===== src/rtl/pbf_pkg.sv =====
package pbf_pkg;

    typedef enum logic [2:0] {
        ST_IDLE   = 3'd0,
        ST_RD     = 3'd1,
        ST_WR     = 3'd2,
        ST_WHOLD  = 3'd3,
        ST_RECOV  = 3'd4
    } pbf_state_e;

    function automatic int cdiv(input int num, input int den);
        return (num + den - 1) / den;
    endfunction

    function automatic int max2(input int a, input int b);
        return (a > b) ? a : b;
    endfunction

endpackage


===== src/rtl/pbf_sync.sv =====
module pbf_sync #(
    parameter int W       = 2,
    parameter int STAGES  = 2,
    parameter logic [W-1:0] RST_VAL = '1
) (
    input  logic         clk,
    input  logic         rst,
    input  logic [W-1:0] d,
    output logic [W-1:0] q
);
    logic [W-1:0] stg_q [STAGES];

    always_ff @(posedge clk) begin
        if (rst) stg_q[0] <= RST_VAL;
        else     stg_q[0] <= d;
    end

    for (genvar i = 1; i < STAGES; i++) begin : g_stage
        always_ff @(posedge clk) begin
            if (rst) stg_q[i] <= RST_VAL;
            else     stg_q[i] <= stg_q[i-1];
        end
    end

    assign q = stg_q[STAGES-1];
endmodule


===== src/rtl/pbf_rr_arb.sv =====
module pbf_rr_arb (
    input  logic rd_req,
    input  logic wr_req,
    input  logic last_rd,
    output logic gnt_rd,
    output logic gnt_wr
);
    // The side served last yields when both ask.
    always_comb begin
        gnt_rd = rd_req && (!wr_req || !last_rd);
        gnt_wr = wr_req && (!rd_req ||  last_rd);
    end
endmodule


===== src/rtl/pbus_fifo_master.sv =====
module pbus_fifo_master
    import pbf_pkg::*;
#(
    parameter int DW            = 8,
    parameter int CLK_NS        = 10,
    parameter int RD_PULSE_NS   = 50,
    parameter int RD_PRE_NS     = 50,
    parameter int FLAG_HOLD_NS  = 80,
    parameter int WR_PULSE_NS   = 50,
    parameter int WR_SETUP_NS   = 20,
    parameter int WR_PRE_NS     = 50,
    parameter int FLAG_RISE_NS  = 25,
    parameter int SYNC_STAGES   = 2
) (
    input  logic          clk,
    input  logic          rst,
    input  logic          avail_n_i,
    input  logic          space_n_i,
    output logic          rd_n_o,
    output logic          wr_o,
    input  logic [DW-1:0] bus_i,
    output logic [DW-1:0] bus_o,
    output logic          bus_oe_o,
    output logic [DW-1:0] rx_data_o,
    output logic          rx_valid_o,
    input  logic          rx_ready_i,
    input  logic [DW-1:0] tx_data_i,
    input  logic          tx_valid_i,
    output logic          tx_ready_o
);
    localparam int RD_CYC     = max2(1, cdiv(RD_PULSE_NS, CLK_NS));
    localparam int RD_GAP_CYC = max2(1, cdiv(RD_PRE_NS + FLAG_HOLD_NS, CLK_NS));
    localparam int WR_CYC     = max2(1, max2(cdiv(WR_PULSE_NS, CLK_NS),
                                             cdiv(WR_SETUP_NS, CLK_NS)));
    localparam int WR_GAP_CYC = max2(1, cdiv(WR_PRE_NS, CLK_NS));
    localparam int BLANK_CYC  = cdiv(FLAG_RISE_NS, CLK_NS) + SYNC_STAGES + 1;
    localparam int CNT_MAX    = max2(max2(RD_CYC, RD_GAP_CYC),
                                     max2(max2(WR_CYC, WR_GAP_CYC), BLANK_CYC));
    localparam int CNT_W      = $clog2(CNT_MAX + 1);

    typedef struct packed {
        pbf_state_e       st;
        logic [CNT_W-1:0] cnt;
        logic [CNT_W-1:0] blank;
        logic             rd_n;
        logic             wr;
        logic             oe;
        logic [DW-1:0]    dout;
        logic [DW-1:0]    rx_data;
        logic             rx_valid;
        logic             last_rd;
    } regs_t;

    regs_t r_q, r_d;

    logic [1:0] flags_s;
    logic       avail_s, space_s;
    logic       rd_req, wr_req, gnt_rd, gnt_wr;
    logic       flags_open;

    pbf_sync #(.W(2), .STAGES(SYNC_STAGES), .RST_VAL(2'b11)) u_sync (
        .clk (clk),
        .rst (rst),
        .d   ({avail_n_i, space_n_i}),
        .q   (flags_s)
    );
    assign avail_s = !flags_s[1];
    assign space_s = !flags_s[0];

    always_comb begin
        flags_open = (r_q.blank == '0) && (r_q.st == ST_IDLE);
        rd_req     = flags_open && avail_s && !r_q.rx_valid;
        wr_req     = flags_open && space_s && tx_valid_i;
    end

    pbf_rr_arb u_arb (
        .rd_req  (rd_req),
        .wr_req  (wr_req),
        .last_rd (r_q.last_rd),
        .gnt_rd  (gnt_rd),
        .gnt_wr  (gnt_wr)
    );

    always_comb begin
        r_d = r_q;
        if (r_q.blank != '0) r_d.blank = r_q.blank - 1'b1;
        if (r_q.rx_valid && rx_ready_i) r_d.rx_valid = 1'b0;

        unique case (r_q.st)
            ST_IDLE: begin
                if (gnt_rd) begin
                    r_d.st      = ST_RD;
                    r_d.rd_n    = 1'b0;
                    r_d.cnt     = CNT_W'(RD_CYC - 1);
                    r_d.last_rd = 1'b1;
                end else if (gnt_wr) begin
                    r_d.st      = ST_WR;
                    r_d.wr      = 1'b1;
                    r_d.oe      = 1'b1;
                    r_d.dout    = tx_data_i;
                    r_d.cnt     = CNT_W'(WR_CYC - 1);
                    r_d.last_rd = 1'b0;
                end
            end
            ST_RD: begin
                if (r_q.cnt == '0) begin
                    r_d.rd_n     = 1'b1;
                    r_d.rx_data  = bus_i;
                    r_d.rx_valid = 1'b1;
                    r_d.blank    = CNT_W'(BLANK_CYC);
                    r_d.cnt      = CNT_W'(RD_GAP_CYC - 1);
                    r_d.st       = ST_RECOV;
                end else begin
                    r_d.cnt = r_q.cnt - 1'b1;
                end
            end
            ST_WR: begin
                if (r_q.cnt == '0) begin
                    r_d.wr    = 1'b0;
                    r_d.blank = CNT_W'(BLANK_CYC);
                    r_d.st    = ST_WHOLD;
                end else begin
                    r_d.cnt = r_q.cnt - 1'b1;
                end
            end
            ST_WHOLD: begin
                r_d.oe  = 1'b0;
                r_d.cnt = CNT_W'(WR_GAP_CYC - 1);
                r_d.st  = ST_RECOV;
            end
            ST_RECOV: begin
                if (r_q.cnt == '0) r_d.st  = ST_IDLE;
                else               r_d.cnt = r_q.cnt - 1'b1;
            end
            default: r_d.st = ST_IDLE;
        endcase
    end

    always_ff @(posedge clk) begin
        if (rst) begin
            r_q.st       <= ST_IDLE;
            r_q.cnt      <= '0;
            r_q.blank    <= '0;
            r_q.rd_n     <= 1'b1;
            r_q.wr       <= 1'b0;
            r_q.oe       <= 1'b0;
            r_q.dout     <= '0;
            r_q.rx_data  <= '0;
            r_q.rx_valid <= 1'b0;
            r_q.last_rd  <= 1'b0;
        end else begin
            r_q <= r_d;
        end
    end

    assign rd_n_o     = r_q.rd_n;
    assign wr_o       = r_q.wr;
    assign bus_oe_o   = r_q.oe;
    assign bus_o      = r_q.dout;
    assign rx_data_o  = r_q.rx_data;
    assign rx_valid_o = r_q.rx_valid;
    assign tx_ready_o = gnt_wr;
endmodule


===== config.mk =====
export PLATFORM = sky130hd
export DESIGN_NAME = pbus_fifo_master
export DESIGN_NICKNAME = d
export VERILOG_FILES = /design/src/rtl/pbf_pkg.sv /design/src/rtl/pbf_sync.sv /design/src/rtl/pbf_rr_arb.sv /design/src/rtl/pbus_fifo_master.sv
export SDC_FILE = /design/constraint.sdc
export NUM_CORES = 1
export LEC_CHECK = 0
export BUFFER_PORTS_ARGS = -buffer_cell sky130_fd_sc_hd__clkbuf_2
export CAP_MARGIN = 0
export CORE_ASPECT_RATIO = 0.5
export CORE_UTILIZATION = 45
export DETAILED_ROUTE_END_ITERATION = 12
export HOLD_SLACK_MARGIN = 0.05
export PLACE_DENSITY = 0.69
export SLEW_MARGIN = 40
export SYNTH_ARGS = -nofsm -noshare
export SYNTH_HDL_FRONTEND = slang
export SYNTH_SLANG_ARGS = --single-unit

===== constraint.sdc =====
create_clock -name clk -period 3.1 [get_ports clk]
set_input_delay 0.62 -clock clk [delete_from_list [all_inputs] [get_ports clk]]
set_output_delay 0.62 -clock clk [all_outputs]
set_load 0.005 [all_outputs]

==> results.md <==
- Status: finished clean
- Skew-Pair Late Insertion Delay: between 0.2 and 0.3 ns
- Max VDD drop: 355 uV
- Clk slew on worst S/H paths: ~0.07 ns
- First-pass GRT wire length: 5.09 mm
- Drt total wl: between 3 and 4 mm
- Final HPWL DP: between 2 and 2.5 mm
- Commonest cells in the synthesized netlist: dfxtp_1, nor2_1, buf_4
- Slowest stage delay, CP: 0.37 ns
- Measured slew at the worst slew-check pin: roughly 0.71 ns
- Fin cells: ~260
- Critical path startpoint category: flip-flop
- Max FO, Critical Path: 6
- Mapped Nets: around 200
- Max layer used: met4
- Placed Instances: 248
- Vias: about 1.3k
- CP most frequent cell: inv_1
- Yosys reg bits: 36
- Root buffer cell: clkbuf_8
- Post-CTS Setup Inserts: 0
- Synth top area cells: dfxtp_1, mux2i_1, buf_4
- Number of port buffers: 42
- Number of flops mapped to enable cells by yosys: 0
- Vias in the first global route: approximately 1.1k
- Final hold violation count: 0
- Max cap viols: 0
- Fin nets: approximately 230
- Switching share of power: 0.334
- Initial core utilization: 0.480
- Io pins: 43
- Clk sinks: 36
- Initial antenna violation count: 0
- FFs w/ async S/R, synth: 0
- Wl on met1: 1.56 mm
- Top_reg_cell synth: dfxtp_1
- Largest area contributor in the netlist: dfxtp_1
- Clock power share: 0.270
- Final hold slack: 0.413 ns
- Fmax: approximately 440 MHz
- Site Rows: 15
- Synth Warn #: 0
- Sequential element share of the synthesized area: 0.428
- Logic pwr share: 0.320
- Slowest stage cell, crit path: nor3b_4
- Clock skew: ~0.0022 ns
- Int Power: about 1.0 mW
- Wire length per cell: 12.2 microns
- Grt total ovfl: 0
- DRT Pass-1 Iters: 4
- Cell chain of the critical path: inv_1, ha_1, nor3b_4, o2111ai_2, inv_1, clkbuf_2
- Gr usage total: 0.175
- RePlAce Congestion: 0.794
- Routed vias/inst: approximately 5
- DRC: 0
- Crit path kind: reg2out
- Met2 routed WL: 1.39 mm
- Max Root-Sink Buffers: 2
- Yosys cell types: 39
- First-iteration detailed-routing DRC count: 51
- Net Switching: between 0.5 and 0.6 mW
- Share of cells above drive strength 1: 0.307
- Worst EP required: approximately 2.5 ns
- Crit path DAT: roughly 1.7 ns
- Final min period: 2.28 ns
- Final setup vio count: 0
- Final antenna-violating net count: 0
- Pin count of the biggest net entering global routing: 37
- RSZ-0062 raised after global routing: no
- DIE AREA: roughly 4000 sq um
- Die X: about 90 microns
- CTS H-tree depth: 2
- Slew headroom: 0.527
- CP endpoint kind: output pin
- Period utilization: 0.737
- Post-Syn Area per Cell: between 9 and 10 sq um
- Lkg Pwr: slightly below 0.9 nW
- Diode count: 0
- Pwr Total: about 1.5 mW
- P per Cell Area: 790 nW/um^2
- Core Region: roughly 3500 sq um
- Post-route setup TNS: 0 ns
- Mapped Area: 1680 sq um
- Post-synthesis cell count: 180
- Cts bufs inserted: 5
- CTS tree: yes
- Area delta synth->final: 12.6%
- Flop pwr share: 0.410
- Post-CTS sizing: 0
- HP Class: reg2reg
- Hold buffer count at CTS: 0
- Most common cell in the netlist: dfxtp_1
- Final Max Tran Viols: 0
- Die Y: between 40 and 50 microns
- Routed met3 length: between 100 and 150 microns
- Yosys top cell area share: 0.428
worst max-delay path: cells and delay by family (launching register included):
kind / cells / cell delay, ns
flip-flops: 1 / 0.31
AND/OR/NAND/NOR: 1 / 0.37
buffers and inverters: 3 / 0.27
adder cells (fa/ha/maj): 1 / 0.22
AO/OA/AOI/OAI: 1 / 0.20
power groups by stage:
| stage | Clock, mW | Sequential (mW) | Combinational, mW |
|---|---|---|---|
| 6_report | 0.405 | 0.614 | 0.479 |
| 5_1_grt | 0.440 | 0.629 | 0.535 |
| 4_1_cts | 0.413 | 0.614 | 0.480 |
| 3_5_place_dp | 0 | 0.625 | 0.478 |
| 3_3_place_gp | 0 | 0.618 | 0.464 |
| 2_1_floorplan | 0 | 0.591 | 0.429 |
state kept, by name, summed over array words and instances (netlist names):
| name | count |
|---|---|
| r_q | 12 |
| bus_o | 8 |
| rx_data_o | 8 |
| u_sync.stg_q | 4 |
| bus_oe_o | 1 |
| rd_n_o | 1 |
| rx_valid_o | 1 |
| wr_o | 1 |
layout by cell type (no fill, tap or decap), types with 2 or more instances in the layout:
master and n:
xnor2_1 2, nand3_1 3, o21ai_0 3, nor3_1 4, nand2b_1 3, nor2b_1 2
a32oi_1 2, or3b_1 2, or2_2 6, nand2_1 4, a31oi_1 2, mux2i_1 16
inv_1 9, or3_1 4, ha_1 2, nand4_1 3, nor2_1 20, nand3b_1 6
a21oi_1 10, clkbuf_8 5, clkbuf_2 42, dfxtp_1 36
through the flow:
step / setup slack [ns] / cell area [sq um] / util
3_5_place_dp: 0.981 / 1790 / 0.510
2_1_floorplan: 1.17 / 1680 / -
4_1_cts: 0.794 / 1900 / 0.540
6_report: 0.816 / 1900 / 0.540
5_1_grt: 0.681 / 1900 / 0.540
3_3_place_gp: 1.09 / 1790 / 0.510
logic make-up (layout without fill, tap and decap cells):
group / count (synthesis) / in the layout / synth area share
AOI/OAI and AO/OA: 26 / 26 / 0.113
xor gates and xnor gates: 2 / 2 / 0.0104
adders and majority gates: 2 / 2 / 0.0149
buffers and inverters: 35 / 60 / 0.125
DFF: 36 / 36 / 0.428
muxes: 16 / 16 / 0.0951
and+or+nand+nor: 63 / 63 / 0.214
path summary, 6_finish.rpt:
| check | from | endpoint | slack [ns] | cells past startpoint |
|---|---|---|---|---|
| setup / recovery | r_q[21]$_SDFF_PP0_ | tx_ready_o | 0.82 | 6 |
| hold / removal | u_sync.stg_q[0][0]$_SDFF_PP1_ | u_sync.stg_q[1][0]$_SDFF_PP1_ | 0.41 | 1 |
| setup reg to reg | r_q[25]$_SDFFE_PP0P_ | r_q[28]$_SDFFE_PP0P_ | 0.94 | 6 |
| hold reg to reg | u_sync.stg_q[0][0]$_SDFF_PP1_ | u_sync.stg_q[1][0]$_SDFF_PP1_ | 0.41 | 1 |
cell type report:
type | count | area [sq um]
fill | 339 | 1610
multi-input combinational | 109 | 753
sequential | 36 | 721
timing repair buffer | 43 | 218
clock buffer | 6 | 72.6
tap | 51 | 63.8
clock inverter | 2 | 35.0
inverter | 9 | 33.8
routing by layer:
layer	GRT usage	up-vias
li1	-	651
met1	0.231	582
met2	0.263	28
met3	0.0567	5
met4	0.0839	0
met5	0	-
Power figures use the tool's default switching activity.
